## config.mk

```make
export PLATFORM = sky130hd
export DESIGN_NAME = trap_ctl
export DESIGN_NICKNAME = d
export VERILOG_FILES = /design/src/rtl/trap_pkg.sv /design/src/rtl/trap_irq_pick.sv /design/src/rtl/trap_exc_pick.sv /design/src/rtl/trap_ctl.sv
export SDC_FILE = /design/constraint.sdc
export NUM_CORES = 1
export LEC_CHECK = 0
export BUFFER_PORTS_ARGS = -buffer_cell sky130_fd_sc_hd__buf_2
export CAP_MARGIN = 10
export CORE_UTILIZATION = 40
export CTS_BUF_LIST = sky130_fd_sc_hd__clkbuf_8
export DETAILED_ROUTE_END_ITERATION = 8
export PLACE_DENSITY = 0.8
export SETUP_SLACK_MARGIN = 0.02
export SLEW_MARGIN = 25
export SYNTH_ARGS = -nofsm -noshare
export SYNTH_HDL_FRONTEND = slang
export SYNTH_SLANG_ARGS = --single-unit
```

## constraint.sdc

```tcl
create_clock -name clk -period 1.8 [get_ports clk]
set_input_delay 0.27 -clock clk [delete_from_list [all_inputs] [get_ports clk]]
set_output_delay 0.27 -clock clk [all_outputs]
set_load 0.02 [all_outputs]
```

## src/rtl/trap_pkg.sv

```systemverilog
`timescale 1ns/1ps
// Shared constants and types for the trap controller.
// Assumes a 32-bit machine word and eight interrupt levels (6 hardware, 2 software).
package trap_pkg;
    localparam int unsigned XLEN       = 32;
    localparam int unsigned CODE_W     = 5;
    localparam int unsigned NUM_HW     = 6;
    localparam int unsigned NUM_SW     = 2;
    localparam int unsigned NUM_LEVELS = NUM_HW + NUM_SW;
    localparam int unsigned LVL_W      = $clog2(NUM_LEVELS);

    // Reason codes recorded in the cause word
    typedef enum logic [CODE_W-1:0] {
        EXC_INT        = 5'd0,
        EXC_ADDR_LOAD  = 5'd4,
        EXC_ADDR_STORE = 5'd5,
        EXC_BUS_FETCH  = 5'd6,
        EXC_BUS_DATA   = 5'd7,
        EXC_SYSCALL    = 5'd8,
        EXC_BREAK      = 5'd9,
        EXC_RESVD      = 5'd10,
        EXC_OVERFLOW   = 5'd12
    } cause_code_e;

    // Register select codes of the access port
    typedef enum logic [1:0] {
        SEL_STATUS = 2'd0,
        SEL_CAUSE  = 2'd1,
        SEL_EPC    = 2'd2
    } reg_sel_e;
endpackage

```

## src/rtl/trap_irq_pick.sv

```systemverilog
`timescale 1ns/1ps
// Interrupt candidate selection: pending AND mask, highest bit wins.
// Purely combinational; take_o additionally requires the gate input (enable and
// not in exception level), which the caller computes.
module trap_irq_pick #(
    parameter int unsigned N  = 8,
    parameter int unsigned LW = $clog2(N)
) (
    input  logic [N-1:0]  pend_i,
    input  logic [N-1:0]  mask_i,
    input  logic          gate_i,
    output logic          take_o,
    output logic [LW-1:0] level_o
);
    logic [N-1:0] cand;

    assign cand = pend_i & mask_i;

    // Scan upward so the highest set candidate is the one left in level_o
    always_comb begin
        level_o = '0;
        for (int i = 0; i < N; i++) begin
            if (cand[i]) level_o = LW'(i);
        end
        take_o = gate_i && (cand != '0);
    end

    // The chosen level is a candidate and nothing above it is
    always_comb begin
        if (take_o) begin
            assert_level_is_top_R5: assert (cand[level_o] && ((cand >> level_o) == N'(1)))
                else $error("interrupt level is not the highest candidate");
        end
    end
endmodule

```

## src/rtl/trap_exc_pick.sv

```systemverilog
`timescale 1ns/1ps
// Synchronous exception arbitration across pipeline stages.
// Assumes stage index 0 carries the oldest instruction; the lowest valid index wins.
module trap_exc_pick #(
    parameter int unsigned NS = 3,
    parameter int unsigned CW = 5,
    parameter int unsigned AW = 32,
    parameter int unsigned IW = (NS > 1) ? $clog2(NS) : 1
) (
    input  logic [NS-1:0]    valid_i,
    input  logic [NS*CW-1:0] code_i,
    input  logic [NS*AW-1:0] pc_i,
    input  logic [NS-1:0]    bd_i,
    output logic             any_o,
    output logic [CW-1:0]    code_o,
    output logic [AW-1:0]    pc_o,
    output logic             bd_o
);
    logic [IW-1:0] idx;

    // Scan from youngest to oldest so the oldest valid request is kept
    always_comb begin
        any_o  = 1'b0;
        idx    = '0;
        code_o = '0;
        pc_o   = '0;
        bd_o   = 1'b0;
        for (int s = NS - 1; s >= 0; s--) begin
            if (valid_i[s]) begin
                any_o  = 1'b1;
                idx    = IW'(s);
                code_o = code_i[s*CW +: CW];
                pc_o   = pc_i[s*AW +: AW];
                bd_o   = bd_i[s];
            end
        end
    end

    // The winner is valid and no older stage was requesting
    always_comb begin
        if (any_o) begin
            assert_oldest_wins_R7: assert (valid_i[idx] &&
                ((valid_i & ((NS'(1) << idx) - NS'(1))) == '0))
                else $error("exception winner is not the oldest request");
        end
    end
endmodule

```

## src/rtl/trap_ctl.sv

```systemverilog
`timescale 1ns/1ps
// Trap controller: status, cause and exception PC registers, interrupt and
// exception arbitration, and the redirect/flush strobe.
// Assumes a synchronous active-low reset, a combinational register read path and
// a pipeline that redirects to trap_vec_o in the cycle trap_o is high.
module trap_ctl
    import trap_pkg::*;
#(
    parameter int unsigned NUM_STAGES   = 3,
    parameter logic [31:0] HANDLER_ADDR = 32'h8000_0180
) (
    input  logic                       clk,
    input  logic                       rst_n,
    input  logic [NUM_HW-1:0]          hw_irq_i,
    input  logic [NUM_STAGES-1:0]      exc_valid_i,
    input  logic [NUM_STAGES*5-1:0]    exc_code_i,
    input  logic [NUM_STAGES*32-1:0]   exc_pc_i,
    input  logic [NUM_STAGES-1:0]      exc_bd_i,
    input  logic [31:0]                irq_pc_i,
    input  logic                       irq_bd_i,
    input  logic                       reg_we_i,
    input  logic [1:0]                 reg_sel_i,
    input  logic [31:0]                reg_wdata_i,
    output logic [31:0]                reg_rdata_o,
    output logic                       trap_o,
    output logic [31:0]                trap_vec_o,
    output logic [2:0]                 trap_level_o,
    output logic                       flush_if_o,
    output logic                       flush_id_o,
    output logic                       flush_ex_o
);
    // Architectural state
    logic [NUM_LEVELS-1:0] mask_q;
    logic                  um_q;
    logic                  exl_q;
    logic                  ie_q;
    logic [NUM_HW-1:0]     hw_pend_q;
    logic [NUM_SW-1:0]     sw_pend_q;
    logic [CODE_W-1:0]     code_q;
    logic                  bd_q;
    logic [XLEN-1:0]       epc_q;

    // Arbitration results
    logic                  exc_any;
    logic [CODE_W-1:0]     exc_code;
    logic [XLEN-1:0]       exc_pc;
    logic                  exc_bd;
    logic                  irq_take;
    logic [LVL_W-1:0]      irq_level;
    logic                  exc_take;
    logic                  take;
    logic [CODE_W-1:0]     sel_code;
    logic [XLEN-1:0]       sel_pc;
    logic                  sel_bd;
    logic                  wr_status;
    logic                  wr_cause;
    logic                  wr_epc;

    trap_irq_pick #(
        .N  (NUM_LEVELS),
        .LW (LVL_W)
    ) i_irq_pick (
        .pend_i  ({hw_pend_q, sw_pend_q}),
        .mask_i  (mask_q),
        .gate_i  (ie_q && !exl_q),
        .take_o  (irq_take),
        .level_o (irq_level)
    );

    trap_exc_pick #(
        .NS (NUM_STAGES),
        .CW (CODE_W),
        .AW (XLEN)
    ) i_exc_pick (
        .valid_i (exc_valid_i),
        .code_i  (exc_code_i),
        .pc_i    (exc_pc_i),
        .bd_i    (exc_bd_i),
        .any_o   (exc_any),
        .code_o  (exc_code),
        .pc_o    (exc_pc),
        .bd_o    (exc_bd)
    );

    // Trap decision: exceptions ignore enable, both are blocked by exception level
    always_comb begin
        exc_take = exc_any && !exl_q;
        take     = exc_take || irq_take;
        sel_code = exc_take ? exc_code : EXC_INT;
        sel_pc   = exc_take ? exc_pc   : irq_pc_i;
        sel_bd   = exc_take ? exc_bd   : irq_bd_i;
    end

    // Software write decode
    always_comb begin
        wr_status = reg_we_i && (reg_sel_i == SEL_STATUS);
        wr_cause  = reg_we_i && (reg_sel_i == SEL_CAUSE);
        wr_epc    = reg_we_i && (reg_sel_i == SEL_EPC);
    end

    // Status register: a trap sets exception level and overrides software writes
    always_ff @(posedge clk) begin
        if (!rst_n) begin
            mask_q <= '0;
            um_q   <= 1'b0;
            exl_q  <= 1'b0;
            ie_q   <= 1'b0;
        end else if (take) begin
            exl_q  <= 1'b1;
        end else if (wr_status) begin
            mask_q <= reg_wdata_i[15:8];
            um_q   <= reg_wdata_i[4];
            exl_q  <= reg_wdata_i[1];
            ie_q   <= reg_wdata_i[0];
        end
    end

    // Hardware pending bits follow the lines each cycle, whatever the enable
    always_ff @(posedge clk) begin
        if (!rst_n) hw_pend_q <= '0;
        else        hw_pend_q <= hw_irq_i;
    end

    // Software pending bits are written through the cause register only
    always_ff @(posedge clk) begin
        if (!rst_n)        sw_pend_q <= '0;
        else if (wr_cause) sw_pend_q <= reg_wdata_i[9:8];
    end

    // Cause code and branch-delay flag are recorded on a trap
    always_ff @(posedge clk) begin
        if (!rst_n) begin
            code_q <= '0;
            bd_q   <= 1'b0;
        end else if (take) begin
            code_q <= sel_code;
            bd_q   <= sel_bd;
        end
    end

    // Exception PC: trap capture wins over a software write
    always_ff @(posedge clk) begin
        if (!rst_n)      epc_q <= '0;
        else if (take)   epc_q <= sel_pc;
        else if (wr_epc) epc_q <= reg_wdata_i;
    end

    // Register read mux
    always_comb begin
        unique case (reg_sel_i)
            SEL_STATUS: reg_rdata_o = {16'b0, mask_q, 3'b0, um_q, 2'b0, exl_q, ie_q};
            SEL_CAUSE:  reg_rdata_o = {bd_q, 15'b0, hw_pend_q, sw_pend_q, 1'b0, code_q, 2'b0};
            SEL_EPC:    reg_rdata_o = epc_q;
            default:    reg_rdata_o = '0;
        endcase
    end

    // Redirect and flush outputs
    always_comb begin
        trap_o       = take;
        trap_vec_o   = HANDLER_ADDR;
        trap_level_o = irq_level;
        flush_if_o   = take;
        flush_id_o   = take;
        flush_ex_o   = take;
    end

    // A trap leaves the unit in exception level
    assert_exl_after_trap_R9: assert property (@(posedge clk) disable iff (!rst_n)
        trap_o |=> exl_q);

    // The recorded PC is the one that was selected in the trap cycle
    assert_epc_captured_R9: assert property (@(posedge clk) disable iff (!rst_n)
        trap_o |=> (epc_q == $past(sel_pc)));

    // The strobe never lasts two cycles
    assert_single_strobe_R10: assert property (@(posedge clk) disable iff (!rst_n)
        trap_o |=> !trap_o);

    // Without any exception request, a trap needs the enable bit
    assert_irq_needs_enable_R4: assert property (@(posedge clk) disable iff (!rst_n)
        (trap_o && (exc_valid_i == '0)) |-> ie_q);

    // Exception level blocks every trap
    assert_blocked_in_exl_R6: assert property (@(posedge clk) disable iff (!rst_n)
        exl_q |-> !trap_o);

    // Hardware pending bits track the lines with one cycle delay
    assert_pending_tracks_R3: assert property (@(posedge clk) disable iff (!rst_n)
        1'b1 |=> (hw_pend_q == $past(hw_irq_i)));
endmodule

```

==> metrics.yaml, run 1 <==
violations: "negative setup slack"
reg2reg_slack_ps: 0
critical_path.max_stage_delay_ps: 330
crit_fanout: 5
cts_buffers: 9
period_share_pct: 101
worstHoldStart: "hw_irq_i[4]"
synthToLayoutAreaGrowth_pct: 40.7
slew_headroom_pct: 60.0
drcViolationCount: 0
num_io_pins: 264
min_to: "hw_pend_q[4]"
skew_ps: 13.3
synth_area_leader_cell: "dfxtp_1"
p_seq_share_pct: 38.5
synth_compound_area_share_pct: 26.0
hold_class: "in2reg"
hold_depth: 2
gr-total-overflow: 0
num-nets-final: 905
r2r_cells: 6
wl_um: 13700
setup-tns-final_ps: -104
portBuffers: 231
synth_top_family_by_area: "compound AO/OA/AOI/OAI gates"
crit_path_end_kind: "primary output"
root_buffer: "clkbuf_8"
synthCells: 491
crit_slowest_cell: "dfxtp_2"
worstReg2RegEnd: "epc_q[0]"
die-area_um2: 10300
powerDensity_nw_per_um2: 654
crit_chain: "a22oi_2, a41oi_4, or2_4, buf_6"
vias: 4476
cts_tree: "built"
h-tree-depth: 3
grt_pass1_wl_um: 20200
yosys.area.top_type_share_pct: 28.7
gp_congestion: 0.884
rows: 36
cp-start-kind: "flip-flop"
clkTransAtPathRegs_ps: 70
period_needed_ps: 1830
arrival_ps: 1560
switching_share_pct: 30.1
synth_warnings: 0
power.internal_mw: 2.56
pwr-share-clk_pct: 35.1
yosys.area_share.xor_xnor_pct: 0
clk-insertion-delay-late_ps: 340
clock-sinks: 57
worst_ep_required_time_ps: 1530
antennaDiodeCount: 0
p_switching_mw: 1.10
grt_max_degree: 77
reg2reg_from: "hw_pend_q[5]"
synth_area_um2: 3980
grt_use_total_pct: 25.4
fmax_mhz: 548
ys_top_cells_by_count: "72 x nand2_1, 57 x dfxtp_1, 53 x mux2i_1, 42 x o21ai_0, 38 x nor3_1"
ys.flop_type: "dfxtp_1"
die_w_um: 102
synth_edf_count: 0
setup_viol: 7
synthTopCellsByArea: "dfxtp_1 29%, mux2i_1 13%, a221o_1 8.1%"
dp_hpwl_um: 10400
start_util_pct: 41.1
criticalPathCategory: "reg2out"
report.final.slew_viol_count: 0
rsz0062_at_grt: "true"
wl_per_cell_um: 16.1
synthSimpleGateAreaFrac_pct: 19.2
maxCapViolCount: 0
fin_worst_hold_slack_ps: 140
ys_seq_area_share_pct: 28.7
post_dp_cell_area_um2: 5240
viasPerCell: 5.27
n_fill_cell: 902
cts_max_path_buffers: 2
synth-adder-area-share_pct: 0
drtIter0Drc: 148
core_um2: 9680
grt_pass1_vias: 4173
vdd_ir_drop_max_mv: 0.393
fp.dieH_um: 102
p_comb_share_pct: 26.4
drtPass1Iterations: 5
fin_area_um2: 5600
synthMuxAreaShare_pct: 13.9
power_mw: 3.66
hold_viol_final: 0
yosysMostFrequentCell: "nand2_1"
antenna_found_initial: 0
synth_cell_type_count: 36
postRouteAntennaNets: 0
post-route-util_pct: 57.8
tightest_slew_ps: 600
cellLeakagePower_nw: 2.81
synth-async-reset-ratio_pct: 0
synth-seq-cells: 57
avgSynthCellArea_um2: 8.10
drive_above_1_share_pct: 42.3
status: "finished, violations left"
ctsHoldBuffers: 0
setup_ws_ps: -25.3
final cells by class:
class,count,area [um2],area share (%)
clock inverter,4,50.0,0.894
multi-input combinational,381,2520,45.0
clock buffer,12,165,2.95
timing repair buffer,263,1540,27.6
sequential,57,1150,20.6
tap,133,166,2.97
routing by layer:
| metal | part of all wire (%) | global-route usage [%] | vias up |
|---|---|---|---|
| li1 | - | - | 2179 |
| met1 | 42 | 30.0 | 2059 |
| met2 | 49 | 44.9 | 213 |
| met3 | 6.7 | 4.42 | 25 |
| met4 | 2.4 | 11.1 | 0 |
| met5 | 0 | 0 | - |
critical path: cells and delay by family, from the launching register on:
| family | cells | cell delay [ps] |
|---|---|---|
| AO/OA/AOI/OAI | 2 | 440 |
| buffers and inverters | 1 | 140 |
| flip-flops | 1 | 330 |
| AND/OR/NAND/NOR | 1 | 300 |
cell families (layout without fill, tap and decap cells):
| logic type | count (synthesis) | count (layout) |
|---|---|---|
| mux | 55 | 55 |
| other cells | 2 | 32 |
| simple gates | 158 | 158 |
| buf+inv | 83 | 279 |
| compound gates | 136 | 136 |
| flops | 57 | 57 |
state kept, by name (all words and copies together), names as in the netlist:
signal / flops
mask_q: 8
epc_q: 32
ie_q: 1
bd_q: 1
exl_q: 1
um_q: 1
sw_pend_q: 2
hw_pend_q: 6
code_q: 5
layout by cell type (no fill, tap or decap), types with 2 or more instances in the layout:
cell type and n:
buf_2 226, nand2_1 72, mux2i_1 53, dfxtp_1 48, o21ai_0 42, nor3_1 37
a22oi_1 33, a221o_1 32, conb_1 32, and2_1 23, buf_4 20, clkbuf_8 12
dfxtp_2 9, buf_6 9, a22o_1 7, nor2b_1 6, o21a_1 6, buf_12 6
a221oi_1 5, nor3b_1 5, a22oi_2 4, nor2_1 3, mux2_2 2, nand3_1 2
a21boi_0 2, clkinvlp_4 2
power by group through the flow:
stage / clock, mW / sequential, mW / combinational (mW)
2_1_floorplan: 0 / 1.42 / 0.589
3_3_place_gp: 0 / 1.43 / 0.915
3_5_place_dp: 0 / 1.43 / 0.937
4_1_cts: 1.31 / 1.41 / 0.959
5_1_grt: 1.36 / 1.42 / 1.05
6_report: 1.28 / 1.41 / 0.965
metrics by stage:
stage	cells	worst slack [ps]
5_1_grt	850	-87.5
3_5_place_dp	829	75.7
2_1_floorplan	521	91.3
6_report	850	-25.3
4_1_cts	849	-29.8
3_3_place_gp	829	112
what timing repair did:
item	in CTS	in global routing
setup endpoints to repair	5	48
buffers inserted	4	0
gates resized for setup	20	11
cloned	0	1
pin swaps	9	4
how the worst max path moves through the flow:
stage | startpoint | endpoint | slack (ps) | depth (start not counted)
5_1_grt | hw_pend_q[5] | flush_if_o | -90 | 4
6_report | hw_pend_q[5] | flush_if_o | -30 | 4
3_3_place_gp | exc_valid_i[1] | epc_q[7] | 110 | 6
2_1_floorplan | mask_q[3] | flush_id_o | 90 | 5
3_5_place_dp | exc_valid_i[1] | epc_q[7] | 80 | 6
4_1_cts | mask_q[7] | trap_o | -30 | 4
(Power assumes the default switching activity.)
==> run 2, diff against run 1 <==
clock period = 1.9 ns   (was 1.8 ns; I/O delays follow)
==> metrics.yaml, run 2 (synthesis results as in run 1) <==
top_regs: "epc_q x32, mask_q x8, hw_pend_q x6"
cts_buffers: 9
rsz0062_at_grt: "true"
layout_common_cells: "226 x buf_2, 72 x nand2_1, 52 x mux2i_1, 50 x dfxtp_1, 42 x o21ai_0"
crit_fanout: 5
r2r_cells: 7
cts_tree: "built"
synthToLayoutAreaGrowth_pct: 39.5
setup_ws_ps: 5.99
h-tree-depth: 3
die-area_um2: 10300
fp.dieH_um: 102
p_seq_share_pct: 38.5
gp_congestion: 0.842
hold_depth: 2
antennaDiodeCount: 0
switching_share_pct: 30.4
die_w_um: 102
criticalPathCategory: "reg2out"
maxCapViolCount: 0
p_comb_share_pct: 26.1
period_needed_ps: 1890
drtPass1Iterations: 5
vdd_ir_drop_max_mv: 0.302
p_switching_mw: 1.05
rows: 36
top_register: "epc_q"
clkTransAtPathRegs_ps: 70
drcViolationCount: 0
n_fill_cell: 909
grt_use_total_pct: 25.7
drive_above_1_share_pct: 42.1
core_um2: 9680
skew_ps: 10.8
antenna_found_initial: 0
portBuffers: 231
slew_headroom_pct: 59.6
multi_input_area_um2: 2520
cellLeakagePower_nw: 2.79
hold_class: "in2reg"
status: "finished, final reports clean"
powerDensity_nw_per_um2: 624
grt_pass1_vias: 4267
wl_um: 13900
tightest_slew_ps: 606
vias: 4575
pre_cts_ws_ps: 61.9
largest_reg_flops: 32
clk-insertion-delay-late_ps: 340
num_io_pins: 264
dp_hpwl_um: 10700
fmax_mhz: 528
period_share_pct: 99.7
start_util_pct: 41.1
clock-sinks: 57
worst_ep_required_time_ps: 1620
grt_pass1_wl_um: 20500
wl_per_cell_um: 16.3
viasPerCell: 5.38
num-nets-final: 906
cp-start-kind: "flip-flop"
setup_viol: 0
drtIter0Drc: 207
report.final.slew_viol_count: 0
arrival_ps: 1610
power.internal_mw: 2.41
cts_max_path_buffers: 2
ff_latch_area_um2: 1150
postRouteAntennaNets: 0
gr-total-overflow: 0
setup-tns-final_ps: 0
pwr-share-clk_pct: 35.4
layout_commonest_cell: "buf_2"
hold_viol_final: 0
ctsHoldBuffers: 0
grt_max_degree: 77
root_buffer: "clkbuf_8"
crit_path_end_kind: "primary output"
## run 2: cell types whose count changed in the layout (fill, tap and decap cells not counted)
cell | previous run | this run
dfxtp_4 | 0 | 2
dfxtp_1 | 48 | 50
and3_4 | 1 | 0
and3_1 | 0 | 1
buf_6 | 9 | 8
mux2i_1 | 53 | 52
clkbuf_16 | 1 | 0
mux2i_2 | 0 | 1
buf_12 | 6 | 3
dfxtp_2 | 9 | 5
buf_4 | 20 | 26
## run 2: power by group through the flow
stage | Clock, mW | Sequential, mW | Combinational (mW)
2_1_floorplan | 0 | 1.34 | 0.558
3_3_place_gp | 0 | 1.36 | 0.850
3_5_place_dp | 0 | 1.36 | 0.872
4_1_cts | 1.25 | 1.33 | 0.893
5_1_grt | 1.31 | 1.34 | 0.982
6_report | 1.23 | 1.33 | 0.903
## run 2: area by class of cell
class,instances,share of cell area [%]
clock buffers,12,2.98
repair buffers,264,26.9
clock inverters,4,0.902
multi-input cells,381,45.4
flip-flops and latches,57,20.8
well taps,133,3.00
## run 2: what timing repair did
item,in CTS,in global routing
buffers inserted,6,2
gates resized for setup,17,14
pin swaps,4,7
cloned,0,1
endpoints found under the setup margin,5,31
## run 2: final timing paths
path	from	end	slack (ps)
setup / recovery	hw_pend_q[3]	trap_o	6
hold / removal	hw_irq_i[3]	hw_pend_q[3]	150
setup reg to reg	hw_pend_q[3]	mask_q[1]	60
hold reg to reg	ie_q	ie_q	480
## run 2: metal layers
layer  wire length (um)  share of wire, %  track usage, %  vias up
li1                   -                 -               -     2179
met1               5580                40            29.9     2118
met2               6800                49            45.4      243
met3               1060               7.6            4.55       35
met4                460               3.3            12.7        0
met5                  0                 0               0        -
## run 2: metrics by stage
stage | instance area [um2] | util, % | std cells | power (mW) | hold WS (ps)
final | 5550 | 57.3 | 851 | 3.46 | 148
after global routing | 5550 | 57.3 | 851 | 3.63 | 146
after CTS | 5490 | 56.7 | 848 | 3.48 | 135
after detailed placement | 5180 | 53.5 | 826 | 2.23 | 465
after global placement | 5180 | 53.5 | 826 | 2.21 | 443
after floorplan | 4090 | - | 521 | 1.90 | 412
## run 2: worst max-delay path: stages (launching register included)
cell,delay [ps]
dfxtp_2,350
a22oi_2,290
a41oi_4,190
or2_4,300
buf_6,140
==> run 3, diff against run 2 <==
ABC_AREA = 0   (was not set)
MAX_ROUTING_LAYER = met4   (was not set)
==> metrics.yaml, run 3 (synthesis results as in run 1) <==
status: "finished, final reports clean"
powerDensity_nw_per_um2: 623
drcViolationCount: 0
postRouteAntennaNets: 0
antennaDiodeCount: 0
pwr-share-clk_pct: 34.9
post-route-util_pct: 56.6
crit_fanout: 5
largest_reg_flops: 32
drive_above_1_share_pct: 41.0
slew_headroom_pct: 59.2
power.internal_mw: 2.39
hold_depth: 2
drtIter0Drc: 228
met1Wirelength_um: 5840
num_io_pins: 264
power_mw: 3.41
grt_use_total_pct: 25.9
die_w_um: 102
n_fill_cell: 940
clock-sinks: 57
period_share_pct: 98.3
p_switching_mw: 1.02
tightest_slew_ps: 613
grt_pass1_vias: 4254
cts_tree: "built"
post_dp_cell_area_um2: 5190
top_regs: "epc_q x32, mask_q x8, hw_pend_q x6"
synthToLayoutAreaGrowth_pct: 37.7
report.final.slew_viol_count: 0
top_layer_used: "met4"
r2r_cells: 6
setup-tns-final_ps: 0
num-nets-final: 902
fin_worst_hold_slack_ps: 161
core_um2: 9680
wl_per_cell_um: 16.5
switching_share_pct: 30.0
grt_max_degree: 77
gp_congestion: 0.904
maxCapViolCount: 0
skew_ps: 6.72
clk-insertion-delay-late_ps: 330
vias: 4516
cts_max_path_buffers: 2
grt_pass1_wl_um: 20000
layout_commonest_cell: "buf_2"
worst_ep_required_time_ps: 1620
arrival_ps: 1580
fin_area_um2: 5480
hold_class: "in2reg"
layout_common_cells: "230 x buf_2, 72 x nand2_1, 53 x mux2i_1, 52 x dfxtp_1, 42 x o21ai_0"
die-area_um2: 10300
setup_viol: 0
critical_path.max_stage_delay_ps: 340
drtPass1Iterations: 5
portBuffers: 231
hold_viol_final: 0
clkTransAtPathRegs_ps: 70
criticalPathCategory: "reg2out"
dp_hpwl_um: 10500
critPathBufInv: 1
period_needed_ps: 1870
h-tree-depth: 3
viasPerCell: 5.33
vdd_ir_drop_max_mv: 0.311
rsz0062_at_grt: "true"
crit_slowest_cell: "dfxtp_2"
path_depth: 4
cp-start-kind: "flip-flop"
gr-total-overflow: 0
p_seq_share_pct: 39.1
fp.dieH_um: 102
cp_top_family: "compound AO/OA/AOI/OAI gates"
crit_chain: "a22oi_2, a41oi_4, or2_4, buf_2"
top_register: "epc_q"
root_buffer: "clkbuf_8"
start_util_pct: 41.1
fmax_mhz: 535
p_comb_share_pct: 26.0
met3_length_um: 974
cts_buffers: 9
cellLeakagePower_nw: 2.77
rows: 36
wl_um: 14000
crit_path_end_kind: "primary output"
wl_met2_um: 6750
antenna_found_initial: 0
run 3: cell types whose count changed in the layout (fill, tap and decap cells not counted), sizes merged:
cell,change
clkinvlp,-2
inv,+2
clkbuf,+1
buf,-5
run 3: final timing paths:
path	from	endpoint	slack (ps)
setup / recovery	mask_q[7]	flush_if_o	30
hold reg to reg	um_q	um_q	470
setup reg to reg	mask_q[7]	epc_q[9]	70
hold / removal	hw_irq_i[4]	hw_pend_q[4]	160
run 3: area by class of cell:
class	instances	area [um2]	share of cell area (%)
repair buffers	260	1440	26.3
well taps	133	166	3.04
clock inverters	4	42.5	0.776
clock buffers	12	165	3.01
flip-flops and latches	57	1150	21.0
multi-input cells	381	2520	45.9
run 3: layer usage:
| metal | track usage [%] | vias up |
|---|---|---|
| met5 | - | - |
| met4 | 10.9 | 0 |
| met3 | 4.35 | 25 |
| met2 | 44.1 | 241 |
| met1 | 29.9 | 2074 |
| li1 | - | 2176 |
run 3: power groups by stage:
stage | Sequential, mW | Clock (mW) | Combinational, mW
final | 1.33 | 1.19 | 0.888
after global routing | 1.34 | 1.28 | 0.963
after CTS | 1.33 | 1.21 | 0.879
after detailed placement | 1.36 | 0 | 0.874
after global placement | 1.36 | 0 | 0.856
after floorplan | 1.34 | 0 | 0.558
run 3: timing repair:
action                                  CTS  global route
cloned                                    0             1
setup buffers                             1             1
hold buffers                              0             0
resized for setup                         4            10
pin swaps                                 2             1
endpoints found under the setup margin    5            24
run 3: per-stage QoR:
step,worst slack (ps),cells
after CTS,22.0,845
after global placement,210,828
after floorplan,176,521
after global routing,-17.3,847
after detailed placement,159,828
final,31.9,847
